File: config.mk
export PLATFORM = sky130hd
export DESIGN_NAME = tcc_channel
export DESIGN_NICKNAME = d
export VERILOG_FILES = /design/src/rtl/tcc_pkg.sv /design/src/rtl/tcc_pin_sync.sv /design/src/rtl/tcc_cap_sel.sv /design/src/rtl/tcc_cmp_out.sv /design/src/rtl/tcc_channel.sv
export SDC_FILE = /design/constraint.sdc
export NUM_CORES = 1
export LEC_CHECK = 0
export ABC_AREA = 1
export BUFFER_PORTS_ARGS = -buffer_cell sky130_fd_sc_hd__buf_2
export CORE_MARGIN = 4
export CORE_UTILIZATION = 25
export CTS_CLUSTER_DIAMETER = 80
export DETAILED_ROUTE_END_ITERATION = 16
export SLEW_MARGIN = 20
export SYNTH_ARGS = -nofsm -noshare
export SYNTH_HDL_FRONTEND = slang
export SYNTH_HIERARCHICAL = 1
export SYNTH_SLANG_ARGS = --single-unit
File: constraint.sdc
create_clock -name clk -period 1.7 [get_ports clk]
set_clock_uncertainty 0.1 [all_clocks]
set_input_delay 0 -clock clk [delete_from_list [all_inputs] [get_ports clk]]
set_output_delay 0 -clock clk [all_outputs]
set_load 0.1 [all_outputs]
File: src/rtl/tcc_pkg.sv
package tcc_pkg;

  typedef enum logic [1:0] {
    ACT_NONE = 2'b00,
    ACT_LOW  = 2'b01,
    ACT_HIGH = 2'b10,
    ACT_INV  = 2'b11
  } pin_act_e;

  typedef enum logic [2:0] {
    SRC_OFF  = 3'd0,
    SRC_RISE = 3'd1,
    SRC_FALL = 3'd2,
    SRC_ANY  = 3'd3,
    SRC_NBR  = 3'd4
  } cap_src_e;

  typedef struct packed {
    logic     is_cmp;
    logic     oe;
    logic     init_vld;
    logic     init_lvl;
    pin_act_e act;
    cap_src_e src;
  } mode_dec_t;

  // Bit 3 splits compare from capture; in compare, bit 2 is the start level
  // and bits 1:0 the match action; in capture, bit 2 picks the neighbour.
  function automatic mode_dec_t mode_decode(input logic [3:0] code);
    mode_dec_t d;
    d.is_cmp   = ~code[3];
    d.oe       = 1'b0;
    d.init_vld = 1'b0;
    d.init_lvl = code[2];
    d.act      = ACT_NONE;
    d.src      = SRC_OFF;
    if (!code[3]) begin
      d.act      = pin_act_e'(code[1:0]);
      d.oe       = (code[1:0] != 2'b00);
      d.init_vld = (code[1:0] != 2'b00);
    end else if (code[2]) begin
      d.src = SRC_NBR;
    end else begin
      case (code[1:0])
        2'b00:   d.src = SRC_RISE;
        2'b01:   d.src = SRC_FALL;
        default: d.src = SRC_ANY;
      endcase
    end
    return d;
  endfunction

endpackage

File: src/rtl/tcc_pin_sync.sv
module tcc_pin_sync #(
  parameter int STAGES = 2
) (
  input  logic clk,
  input  logic rst_n,
  input  logic din,
  output logic rise,
  output logic fall
);
  logic [STAGES-1:0] chain_q;
  logic              prev_q;

  generate
    for (genvar i = 0; i < STAGES; i++) begin : g_stage
      if (i == 0) begin : g_first
        always_ff @(posedge clk or negedge rst_n) begin
          if (!rst_n) chain_q[0] <= 1'b0;
          else        chain_q[0] <= din;
        end
      end else begin : g_next
        always_ff @(posedge clk or negedge rst_n) begin
          if (!rst_n) chain_q[i] <= 1'b0;
          else        chain_q[i] <= chain_q[i-1];
        end
      end
    end
  endgenerate

  always_ff @(posedge clk or negedge rst_n) begin
    if (!rst_n) prev_q <= 1'b0;
    else        prev_q <= chain_q[STAGES-1];
  end

  assign rise =  chain_q[STAGES-1] & ~prev_q;
  assign fall = ~chain_q[STAGES-1] &  prev_q;
endmodule

File: src/rtl/tcc_cap_sel.sv
module tcc_cap_sel
  import tcc_pkg::*;
#(
  parameter int PSC_W = 3
) (
  input  cap_src_e         src,
  input  logic             rise,
  input  logic             fall,
  input  logic             nbr_pulse,
  input  logic [PSC_W-1:0] nbr_psc,
  input  logic             blocked,
  output logic             cap_evt
);
  logic raw;

  always_comb begin
    case (src)
      SRC_RISE: raw = rise;
      SRC_FALL: raw = fall;
      SRC_ANY:  raw = rise | fall;
      SRC_NBR:  raw = nbr_pulse & (nbr_psc != '0);
      default:  raw = 1'b0;
    endcase
  end

  assign cap_evt = raw & ~blocked;
endmodule

File: src/rtl/tcc_cmp_out.sv
module tcc_cmp_out
  import tcc_pkg::*;
#(
  parameter int CNT_W = 16
) (
  input  logic             clk,
  input  logic             rst_n,
  input  logic             cnt_en,
  input  logic [CNT_W-1:0] cnt_val,
  input  logic [CNT_W-1:0] ref_val,
  input  logic             is_cmp,
  input  logic             blocked,
  input  pin_act_e         act,
  input  logic             load_init,
  input  logic             init_lvl,
  output logic             pin,
  output logic             match_evt
);
  logic match_d, match_q;
  logic pin_d, pin_q, pin_en;

  assign match_d = is_cmp & ~blocked & cnt_en & (cnt_val == ref_val);

  always_comb begin
    pin_d = pin_q;
    if (load_init) begin
      pin_d = init_lvl;
    end else if (match_q) begin
      case (act)
        ACT_LOW:  pin_d = 1'b0;
        ACT_HIGH: pin_d = 1'b1;
        ACT_INV:  pin_d = ~pin_q;
        default:  pin_d = pin_q;
      endcase
    end
  end

  assign pin_en = load_init | match_q;

  always_ff @(posedge clk or negedge rst_n) begin
    if (!rst_n) match_q <= 1'b0;
    else        match_q <= match_d;
  end

  always_ff @(posedge clk or negedge rst_n) begin
    if (!rst_n)      pin_q <= 1'b0;
    else if (pin_en) pin_q <= pin_d;
  end

  assign pin       = pin_q;
  assign match_evt = match_q;
endmodule

File: src/rtl/tcc_channel.sv
module tcc_channel
  import tcc_pkg::*;
#(
  parameter int CNT_W       = 16,
  parameter int PSC_W       = 3,
  parameter int SYNC_STAGES = 2
) (
  input  logic             clk,
  input  logic             rst_n,
  input  logic             cnt_en,
  input  logic [CNT_W-1:0] cnt_val,
  input  logic             nbr_cnt_pulse,
  input  logic [PSC_W-1:0] nbr_psc,
  input  logic             buf_mode,
  input  logic             pin_in,
  input  logic             mode_wr,
  input  logic [3:0]       mode_wdata,
  input  logic             gr_wr,
  input  logic [CNT_W-1:0] gr_wdata,
  input  logic             flag_clr,
  output logic             pin_out,
  output logic             pin_oe,
  output logic [CNT_W-1:0] gr_q,
  output logic             evt_flag
);
  logic [3:0]       mode_q, mode_d;
  logic [CNT_W-1:0] reg_q, reg_d;
  logic             flag_q, flag_d;
  logic             reg_en, flag_en;
  mode_dec_t        cur_dec, new_dec;
  logic             rise, fall, cap_evt, match_evt, evt_set;

  assign cur_dec = mode_decode(mode_q);
  assign new_dec = mode_decode(mode_wdata);

  tcc_pin_sync #(.STAGES(SYNC_STAGES)) u_sync (
    .clk (clk), .rst_n (rst_n), .din (pin_in), .rise (rise), .fall (fall)
  );

  tcc_cap_sel #(.PSC_W(PSC_W)) u_cap (
    .src (cur_dec.src), .rise (rise), .fall (fall), .nbr_pulse (nbr_cnt_pulse),
    .nbr_psc (nbr_psc), .blocked (buf_mode), .cap_evt (cap_evt)
  );

  tcc_cmp_out #(.CNT_W(CNT_W)) u_cmp (
    .clk (clk), .rst_n (rst_n), .cnt_en (cnt_en), .cnt_val (cnt_val),
    .ref_val (reg_q), .is_cmp (cur_dec.is_cmp), .blocked (buf_mode),
    .act (cur_dec.act), .load_init (mode_wr & new_dec.init_vld),
    .init_lvl (new_dec.init_lvl), .pin (pin_out), .match_evt (match_evt)
  );

  assign evt_set = cap_evt | match_evt;

  always_comb begin
    mode_d = mode_wr ? mode_wdata : mode_q;
    reg_d  = reg_q;
    if (cap_evt)    reg_d = cnt_val;
    else if (gr_wr) reg_d = gr_wdata;
    flag_d = flag_q;
    if (evt_set)       flag_d = 1'b1;
    else if (flag_clr) flag_d = 1'b0;
  end

  assign reg_en  = cap_evt | gr_wr;
  assign flag_en = evt_set | flag_clr;

  always_ff @(posedge clk or negedge rst_n) begin
    if (!rst_n) begin
      mode_q <= 4'b0000;
      reg_q  <= '0;
      flag_q <= 1'b0;
    end else begin
      if (mode_wr) mode_q <= mode_d;
      if (reg_en)  reg_q  <= reg_d;
      if (flag_en) flag_q <= flag_d;
    end
  end

  assign pin_oe   = cur_dec.oe;
  assign gr_q     = reg_q;
  assign evt_flag = flag_q;
endmodule

==> flow_summary_export.csv, run 1 <==
group,metric,value,unit
global_routing,grt_pass1_vias,1681,
detailed_routing,wl_met2,2390,um
setup_path,crit_path_max_incr_delay,0.40,ns
floorplanning,num_rows,27,
power,power_frac_comb,46.7,%
sta,rsz0062_at_grt,"yes",
global_routing,grt_pass1_wl,7450,um
synthesis,synth_seq_cells,26,
power,power,2.17,mW
global_routing,overflow,0,
placed_design,hpwl,3230,um
cts,htree_levels,1,
floorplanning,die_width,85.3,um
synthesis,synth_top_area_cell,"dfrtp_1",
synthesis,yosysUniqueCellTypes,19,
cts,cts-root-buf,"clkbuf_8",
cells_and_area,antenna_cells,0,
global_routing,grt_max_degree,27,
sta,tightest_slew,0.613,ns
sta,fin_crit_sh,98.8,%
worst_hold_path,min_path_type,"primary input to flip-flop",
synthesis,ys_seq_area_share,43.6,%
sta,whs,0.0365,ns
sta,setup_viol,0,
cells_and_area,final_core_util,43.9,%
detailed_routing,num_vias,1664,
setup_path,crit_chain,"inv_1, a21oi_2, buf_4, nor2_2, nand2_2, a21oi_4, buf_6, nor2_8, nand2_1, nand3_1",
global_routing,antenna_found_initial,0,
outcome,status,"finished clean",
synthesis,synthFlopType,"dfrtp_1",
detailed_routing,dr.pass1.iters,4,
detailed_routing,met1_length,1910,um
power,p_leak,1.29,nW
detailed_routing,met3_length,248,um
floorplanning,core,5640,um^2
floorplanning,dieArea,7280,um^2
synthesis,syn_area_per_cell,7.25,um^2
sta,maxSlewViolCount,0,
cts,numCtsBuffers,3,
cells_and_area,drive_gt1_share,29.5,%
cts,clock_sinks,26,
setup_path,crit_path_end_kind,"flip-flop",
cells_and_area,nets,371,
detailed_routing,wl_per_cell,11.6,um
setup_path,cp.required,1.75,ns
floorplanning,die_h,85.3,um
synthesis,ys_warn_count,6,
synthesis,syn_nets,254,
synthesis,yosysMostFrequentCell,"nand2_1",
cts,cts_buffer_depth,2,
placed_design,routabilityCongestion,0.814,
detailed_routing,vias_per_cell,4.22,
detailed_routing,top_layer,"met4",
cts,cts_tree,"built",
power,p_sw_share,45.7,%
sta,setup_ws,0.0207,ns
detailed_routing,first_iter_violations,63,
synthesis,synth_top_area_share,43.6,%
setup_path,cp_slowest_cell,"dfrtp_1",
sta,slew_headroom,59.2,%
setup_path,critPathLaunchType,"flip-flop",
power,p_seq_share,35.0,%
detailed_routing,postRouteAntennaNets,0,
placed_design,pre_cts_ws,-0.0401,ns
placed_design,io_buffer_count,66,
power,power_density,877,nW/um^2
setup_path,criticalPathCategory,"flip-flop to flip-flop",
setup_path,crit_arrival,1.73,ns
synthesis,ys_top_cells_by_count,"72 x nand2_1, 33 x nand3_1, 26 x dfrtp_1, 26 x inv_1, 17 x nor2_1",
power,p_clk_share,18.3,%
synthesis,synthCells,206,
floorplanning,io_pins,67,
cells_and_area,area_growth,65.7,%
power,internal_power,1.18,mW
cts,clkTransAtPathRegs,0.09,ns
cells_and_area,nFillCells,564,
sta,fmax,595,MHz
detailed_routing,drcViolationCount,0,
synthesis,async_reset_ff_share,100,%
global_routing,track_usage,12.4,%
power,p_sw,0.993,mW
detailed_routing,drt_wl_total,4570,um
synthesis,synth.area.top_cells,"dfrtp_1 44%, nand2_1 18%, nand3_1 11%",
floorplanning,start_util,26.5,%
sta,hold_violations,0,
cts,insertion_delay,0.27,ns
power,irDropWorstVdd,0.000464,V
synthesis,synth_edf_count,0,
synthesis,syn_area,1490,um^2
job,max_cap_viol_count,0,
setup_path,cp_max_fo,8,
sta,fin_crit,1.68,ns
-- layer usage --
layer,vias to the layer above,global-route usage [%]
li1,869,-
met1,748,14.4
met2,45,23.6
met3,2,2.62
met4,0,1.73
met5,-,0
-- power groups by stage --
stage,Clock [mW],Sequential (mW),Combinational (mW)
global route,0.451,0.773,1.08
floorplan,0,1.22,0.246
global placement,0,0.768,0.910
finish,0.397,0.760,1.01
detailed placement,0,0.771,0.915
CTS,0.415,0.760,0.995
-- worst max-delay path: cells and delay by family (launching register included) --
kind                   cells  cell delay, ns
AO/OA/AOI/OAI              2            0.24
AND/OR/NAND/NOR            5            0.39
flip-flops                 1            0.40
buffers and inverters      3            0.43
-- final timing paths --
check | end | from | cells after the start | slack (ns)
worst max-delay path | gr_q[9] | mode_q[1] | 10 | 0.02
worst min-delay path | u_cmp/match_evt | buf_mode | 6 | 0.04
worst max register to register | gr_q[9] | mode_q[1] | 10 | 0.02
worst min register to register | u_sync/chain_q[1] | u_sync/chain_q[0] | 0 | 0.26
max in group asynchronous | mode_q[2] | rst_n | 2 | 0.92
min in group asynchronous | gr_q[9] | rst_n | 2 | 0.17
-- cell usage in the layout, fill, tap and decap left out --
| master | count |
|---|---|
| o21ai_0 | 9 |
| a31o_2 | 1 |
| nor2_4 | 1 |
| inv_2 | 1 |
| buf_12 | 2 |
| xor2_1 | 4 |
| nor2_1 | 14 |
| dfrtp_1 | 26 |
| inv_1 | 26 |
| xnor2_1 | 3 |
| clkbuf_8 | 4 |
| nand2_1 | 67 |
| a21oi_4 | 1 |
| buf_6 | 1 |
| nor2_8 | 1 |
| buf_2 | 66 |
| a21oi_2 | 1 |
| nand2_2 | 5 |
| a21oi_1 | 2 |
| nor2_2 | 4 |
| nand3_1 | 32 |
| nand3b_1 | 1 |
| nand3_2 | 2 |
| buf_4 | 5 |
| dlygate4sd3_1 | 43 |
-- flip-flops by register name, indices dropped and copies added, names as in the netlist --
| name | cells |
|---|---|
| u_cmp/pin | 1 |
| u_sync/chain_q | 2 |
| gr_q | 16 |
| mode_q | 4 |
| u_sync/prev_q | 1 |
| u_cmp/match_evt | 1 |
| evt_flag | 1 |
-- repair_timing --
action	CTS	global route
hold buffers	43	0
cloned	0	1
hold endpoints to repair	49	0
setup buffers	0	2
gates resized for setup	2	9
endpoints found under the setup margin	16	16
pin swaps	0	2
-- stage by stage --
| step | TNS, ns | std cells | instance area [um^2] |
|---|---|---|---|
| after floorplan | 0 | 206 | 1500 |
| after global routing | -1.29 | 394 | 2480 |
| after CTS | 0 | 391 | 2420 |
| after detailed placement | -0.514 | 344 | 1930 |
| after global placement | 0 | 344 | 1930 |
| final | 0 | 394 | 2480 |
-- cell families after synthesis --
group	Yosys count	synth area share, %
AND/OR/NAND/NOR	126	36.3
buffers and inverters	33	10.8
flip-flops	26	43.6
AO/OA/AOI/OAI	14	5.19
XOR/XNOR	7	4.10
-- cell type report --
class	instances	area, um^2	area share, %
clock buffer	4	55.1	2.22
tap	72	90.1	3.64
timing repair buffer	117	850	34.3
multi-input combinational	148	729	29.5
inverter	27	101	4.09
sequential	26	651	26.3
Power figures use the tool's default switching activity.
==> run 2: changes to the inputs <==
--- a/config.mk
+++ b/config.mk
@@ -9,6 +9,7 @@
 export BUFFER_PORTS_ARGS = -buffer_cell sky130_fd_sc_hd__buf_2
 export CORE_MARGIN = 4
 export CORE_UTILIZATION = 25
+export CTS_BUF_LIST = sky130_fd_sc_hd__clkbuf_4
 export CTS_CLUSTER_DIAMETER = 80
 export DETAILED_ROUTE_END_ITERATION = 16
 export SLEW_MARGIN = 20
==> constraint.sdc (replaced) <==
create_clock -name clk -period 1.7 [get_ports clk]
set_clock_uncertainty 0.1 [all_clocks]
set_input_delay 0 -clock clk [delete_from_list [all_inputs] [get_ports clk]]
set_output_delay 0 -clock clk [all_outputs]
set_load 0.02 [all_outputs]
==> flow_summary_export.csv, run 2 (synthesis gave the netlist of run 1 again) <==
group,metric,value,unit
placed_design,hpwl,3180,um
power,irDropWorstVdd,0.000342,V
cells_and_area,nets,372,
detailed_routing,drt_wl_total,4910,um
power,power,1.66,mW
placed_design,routabilityCongestion,0.806,
floorplanning,dieArea,7280,um^2
cts,cts_tree,"built",
detailed_routing,dr.pass1.iters,4,
setup_path,cp.required,1.82,ns
setup_path,critPathLaunchType,"flip-flop",
global_routing,met1_usage,15.0,%
outcome,status,"finished, violations left",
sta,maxSlewViolCount,0,
global_routing,grt_max_degree,27,
cells_and_area,drive_gt1_share,32.0,%
global_routing,grt_use_met2,25.1,%
outcome,violations,"negative setup slack",
setup_path,cp_max_fo,8,
power,p_clk_share,16.5,%
sta,slew_headroom,58.5,%
sta,rsz0062_at_grt,"yes",
setup_path,criticalPathCategory,"flip-flop to flip-flop",
power,p_leak,1.30,nW
cts,clock_sinks,26,
cells_and_area,layout_commonest_cell,"buf_2",
placed_design,postPlaceCellArea,1920,um^2
detailed_routing,postRouteAntennaNets,0,
detailed_routing,drcViolationCount,0,
floorplanning,die_width,85.3,um
floorplanning,io_pins,67,
global_routing,overflow,0,
global_routing,track_usage,13.4,%
sta,tightest_slew,0.623,ns
setup_path,crit_path_max_incr_delay,0.41,ns
sta,fin_crit,1.72,ns
setup_path,cp_slowest_cell,"dfrtp_1",
sta,fin_crit_sh,101,%
global_routing,grt.busiest_layer,"met2",
power,internal_power,1.06,mW
setup_path,worst-path-buf-inv,2,
placed_design,pre_cts_ws,-0.0329,ns
cells_and_area,multi_input_area,764,um^2
sta,setup_ws,-0.0243,ns
power,power_frac_comb,37.4,%
detailed_routing,vias_per_cell,4.34,
cells_and_area,register_area,651,um^2
floorplanning,die_h,85.3,um
cts,insertion_delay,0.32,ns
power,p_seq_share,46.1,%
cells_and_area,nFillCells,572,
cells_and_area,area_growth,66.9,%
global_routing,antenna_found_initial,0,
cts,numCtsBuffers,3,
cells_and_area,postLayoutCellArea,2490,um^2
floorplanning,start_util,26.5,%
sta,whs,0.0201,ns
cts,cts-root-buf,"clkbuf_4",
sta,fmax,580,MHz
global_routing,met3_usage,3.11,%
detailed_routing,wl_per_cell,12.5,um
setup_path,crit_chain,"inv_1, nand2_2, a21oi_2, nand2_1, nand3b_1, nand2_1, a21oi_4, buf_6, nor2_8, nand2_2, nand3_2",
detailed_routing,first_iter_violations,53,
power,power_density,665,nW/um^2
cts,cts_buffer_depth,2,
cells_and_area,antenna_cells,0,
floorplanning,num_rows,27,
cells_and_area,layout_common_cells,"66 x buf_2, 62 x nand2_1, 45 x dlygate4sd3_1",
detailed_routing,num_vias,1711,
sta,setup_viol,13,
job,max_cap_viol_count,0,
cts,clkTransAtPathRegs,0.14,ns
cells_and_area,largest_register_ffs,16,
setup_path,cpLargestDelayFamily,"simple AND/OR/NAND/NOR gates",
setup_path,crit_arrival,1.84,ns
cts,htree_levels,1,
sta,hold_violations,0,
worst_hold_path,min_path_type,"primary input to flip-flop",
global_routing,grt_pass1_vias,1806,
floorplanning,core,5640,um^2
power,p_sw_share,36.1,%
placed_design,io_buffer_count,66,
global_routing,grt_pass1_wl,7980,um
power,p_sw,0.599,mW
setup_path,crit_path_end_kind,"flip-flop",
run 2: cell count changes in the layout (fill, tap and decap cells not counted), sizes merged:
cell | before | now
dlygate4sd3 | 43 | 45
clkbuf | 4 | 3
buf | 74 | 73
run 2: repair_timing:
item,4_1_cts,5_1_grt
hold buffers,45,0
endpoints found under the setup margin,16,16
resized for setup,2,22
cloned,0,1
pin swaps,0,9
buffers inserted,0,2
hold endpoints to repair,50,0
run 2: final cells by class:
class | count | share of cell area (%)
Tap cell | 72 | 3.61
Inverter | 27 | 4.16
Sequential cell | 26 | 26.1
Timing Repair Buffer | 118 | 34.6
Multi-Input combinational cell | 148 | 30.7
Clock buffer | 3 | 0.903
run 2: metal layers:
| layer | part of all wire (%) | vias up | routed length, um |
|---|---|---|---|
| li1 | - | 877 | - |
| met1 | 40 | 783 | 1970 |
| met5 | 0 | - | 0 |
| met2 | 54 | 45 | 2630 |
| met4 | 1.4 | 0 | 70 |
| met3 | 4.7 | 6 | 233 |
run 2: stage by stage:
step	TNS, ns	cells	util (%)
2_1_floorplan	0	206	-
3_3_place_gp	0	343	34.0
3_5_place_dp	-0.283	343	34.0
4_1_cts	0	391	42.5
5_1_grt	-2.59	394	44.2
6_report	-0.171	394	44.2
run 2: worst min-delay path, stage by stage:
cell and delay, ns:
buf_2 0.10, nand2_1 0.05, nor2_1 0.04, nand2_1 0.06, nor2_1 0.05, nand3_1 0.08, nor2_1 0.04
run 2: final timing paths:
kind | slack (ns) | startpoint | cells after the start | end
max reg2reg | -0.02 | mode_q[2] | 11 | gr_q[8]
min reg2reg | 0.26 | u_sync/chain_q[0] | 0 | u_sync/chain_q[1]
max in group asynchronous | 0.99 | rst_n | 2 | u_sync/prev_q
min | 0.02 | cnt_en | 7 | u_cmp/match_evt
min in group asynchronous | 0.09 | rst_n | 2 | gr_q[10]
max | -0.02 | mode_q[2] | 11 | gr_q[8]
run 2: power groups by stage:
stage / clock, mW / sequential [mW] / combinational [mW]
CTS: 0.287 / 0.756 / 0.589
floorplan: 0 / 0.841 / 0.225
global route: 0.309 / 0.775 / 0.691
global placement: 0 / 0.767 / 0.497
finish: 0.273 / 0.764 / 0.621
detailed placement: 0 / 0.769 / 0.505
==> run 3: changes to the inputs <==
--- a/config.mk
+++ b/config.mk
@@ -12,6 +12,7 @@
 export CTS_BUF_LIST = sky130_fd_sc_hd__clkbuf_4
 export CTS_CLUSTER_DIAMETER = 80
 export DETAILED_ROUTE_END_ITERATION = 16
+export SKIP_CTS_REPAIR_TIMING = 1
 export SLEW_MARGIN = 20
 export SYNTH_ARGS = -nofsm -noshare
 export SYNTH_HDL_FRONTEND = slang
==> flow_summary_export.csv, run 3 (synthesis gave the netlist of run 1 again) <==
group,metric,value,unit
detailed_routing,drcViolationCount,0,
floorplanning,dieArea,7280,um^2
floorplanning,num_rows,27,
sta,setup_ws,-0.0222,ns
power,power_density,667,nW/um^2
detailed_routing,wl_per_cell,12.2,um
cells_and_area,final_core_util,43.6,%
global_routing,grt_pass1_vias,1570,
setup_path,crit_path_end_kind,"flip-flop",
detailed_routing,met1_length,1940,um
setup_path,cpLargestDelayFamily,"simple AND/OR/NAND/NOR gates",
floorplanning,start_util,26.5,%
setup_path,crit_path_max_incr_delay,0.43,ns
cells_and_area,area_growth,64.8,%
worst_hold_path,min_path_type,"primary input to flip-flop",
cts,cts-root-buf,"clkbuf_4",
outcome,status,"finished, violations left",
floorplanning,die_h,85.3,um
placed_design,hpwl,3180,um
outcome,violations,"negative setup slack",
setup_path,cp_max_fo,8,
setup_path,critPathLaunchType,"flip-flop",
setup_path,timing.rr.start,"mode_q[1]",
detailed_routing,wl_met2,2540,um
setup_path,criticalPathCategory,"flip-flop to flip-flop",
detailed_routing,top_layer,"met4",
placed_design,pre_cts_ws,-0.0329,ns
setup_path,crit_arrival,1.85,ns
detailed_routing,first_iter_violations,39,
setup_path,worst-path-buf-inv,2,
cts,cts_buffer_depth,2,
sta,fin_crit,1.72,ns
sta,fin_crit_sh,101,%
job,max_cap_viol_count,0,
global_routing,grt_max_degree,27,
cts,htree_levels,1,
cts,cts_tree,"built",
sta,fmax,581,MHz
worst_hold_path,worstHoldStart,"cnt_en",
detailed_routing,dr.pass1.iters,4,
global_routing,track_usage,11.6,%
sta,whs,0.0175,ns
floorplanning,io_pins,67,
sta,maxSlewViolCount,0,
floorplanning,die_width,85.3,um
cts,numCtsBuffers,3,
sta,slew_headroom,59.4,%
cells_and_area,nets,371,
floorplanning,core,5640,um^2
sta,setup_tns,-0.166,ns
detailed_routing,vias_per_cell,4.31,
placed_design,routabilityCongestion,0.806,
cells_and_area,drive_gt1_share,29.6,%
sta,setup_viol,12,
setup_path,cp_slowest_cell,"dfrtp_1",
setup_path,crit_top_cell,"nor2_2",
cells_and_area,antenna_cells,0,
power,irDropWorstVdd,0.000307,V
placed_design,io_buffer_count,66,
cells_and_area,layout_commonest_cell,"buf_2",
global_routing,antenna_found_initial,0,
cts,clkTransAtPathRegs,0.15,ns
detailed_routing,met3_length,203,um
setup_path,cp.required,1.83,ns
sta,rsz0062_at_grt,"yes",
setup_path,crit_chain,"nor2_2, nor2_2, inv_1, nand2_1, nor2_2, nand2_2, a21oi_4, buf_8, nor2_4, nand2_1, nand3_1",
detailed_routing,postRouteAntennaNets,0,
setup_path,r2r_slack,-0.02,ns
cells_and_area,nFillCells,563,
sta,tightest_slew,0.608,ns
cts,insertion_delay,0.32,ns
global_routing,grt_pass1_wl,6930,um
detailed_routing,drt_wl_total,4800,um
global_routing,overflow,0,
cts,clock_sinks,26,
power,p_leak,1.28,nW
detailed_routing,num_vias,1693,
sta,hold_violations,0,
cells_and_area,layout_common_cells,"66 x buf_2, 65 x nand2_1, 45 x dlygate4sd3_1",
setup_path,critPathLaunch,"mode_q[1]",
cells_and_area,largest_register_ffs,16,
[run 3: changes by cell type in the layout (fill, tap and decap cells not counted)]
cell / change
nand2_2: -3
buf_6: -1
buf_4: -1
buf_8: +1
nand2_1: +3
nand3_2: -4
nand3_1: +4
[run 3: final timing paths]
path                                      to  depth (start not counted)
setup / recovery                    gr_q[14]                         11
hold / removal               u_cmp/match_evt                          7
setup reg to reg                    gr_q[14]                         11
hold reg to reg            u_sync/chain_q[1]                          0
max in group asynchronous  u_sync/chain_q[1]                          2
min in group asynchronous           gr_q[11]                          2
[run 3: area by class of cell]
cell class / count / area (um^2) / area share [%]
Sequential cell: 26 / 651 / 26.4
Inverter: 27 / 104 / 4.22
Multi-Input combinational cell: 148 / 737 / 29.9
Clock buffer: 3 / 22.5 / 0.915
Tap cell: 72 / 90.1 / 3.66
Timing Repair Buffer: 117 / 858 / 34.9
[run 3: through the flow]
| stage | instance area (um^2) | power (mW) | std cells |
|---|---|---|---|
| 2_1_floorplan | 1490 | 1.07 | 206 |
| 3_3_place_gp | 1920 | 1.26 | 343 |
| 3_5_place_dp | 1920 | 1.27 | 343 |
| 4_1_cts | 1940 | 1.55 | 346 |
| 5_1_grt | 2460 | 1.76 | 393 |
| 6_report | 2460 | 1.64 | 393 |
[run 3: report_power, final]
group          internal (mW)  switching, mW
registers              0.692         0.0688
logic                  0.279          0.331
clock network         0.0830          0.188
[run 3: worst reg2reg max path, cell delays in order (launching register included)]
cell and delay [ns]:
dfrtp_1 0.43, nor2_2 0.15, nor2_2 0.06, inv_1 0.05
nand2_1 0.05, nor2_2 0.09, nand2_2 0.07, a21oi_4 0.23
buf_8 0.18, nor2_4 0.07, nand2_1 0.10, nand3_1 0.06
[run 3: routing by layer]
metal	vias to the layer above	global-route usage, %
met2	49	21.1
met5	-	0
met4	0	1.73
met1	762	13.8
met3	10	3.30
li1	872	-
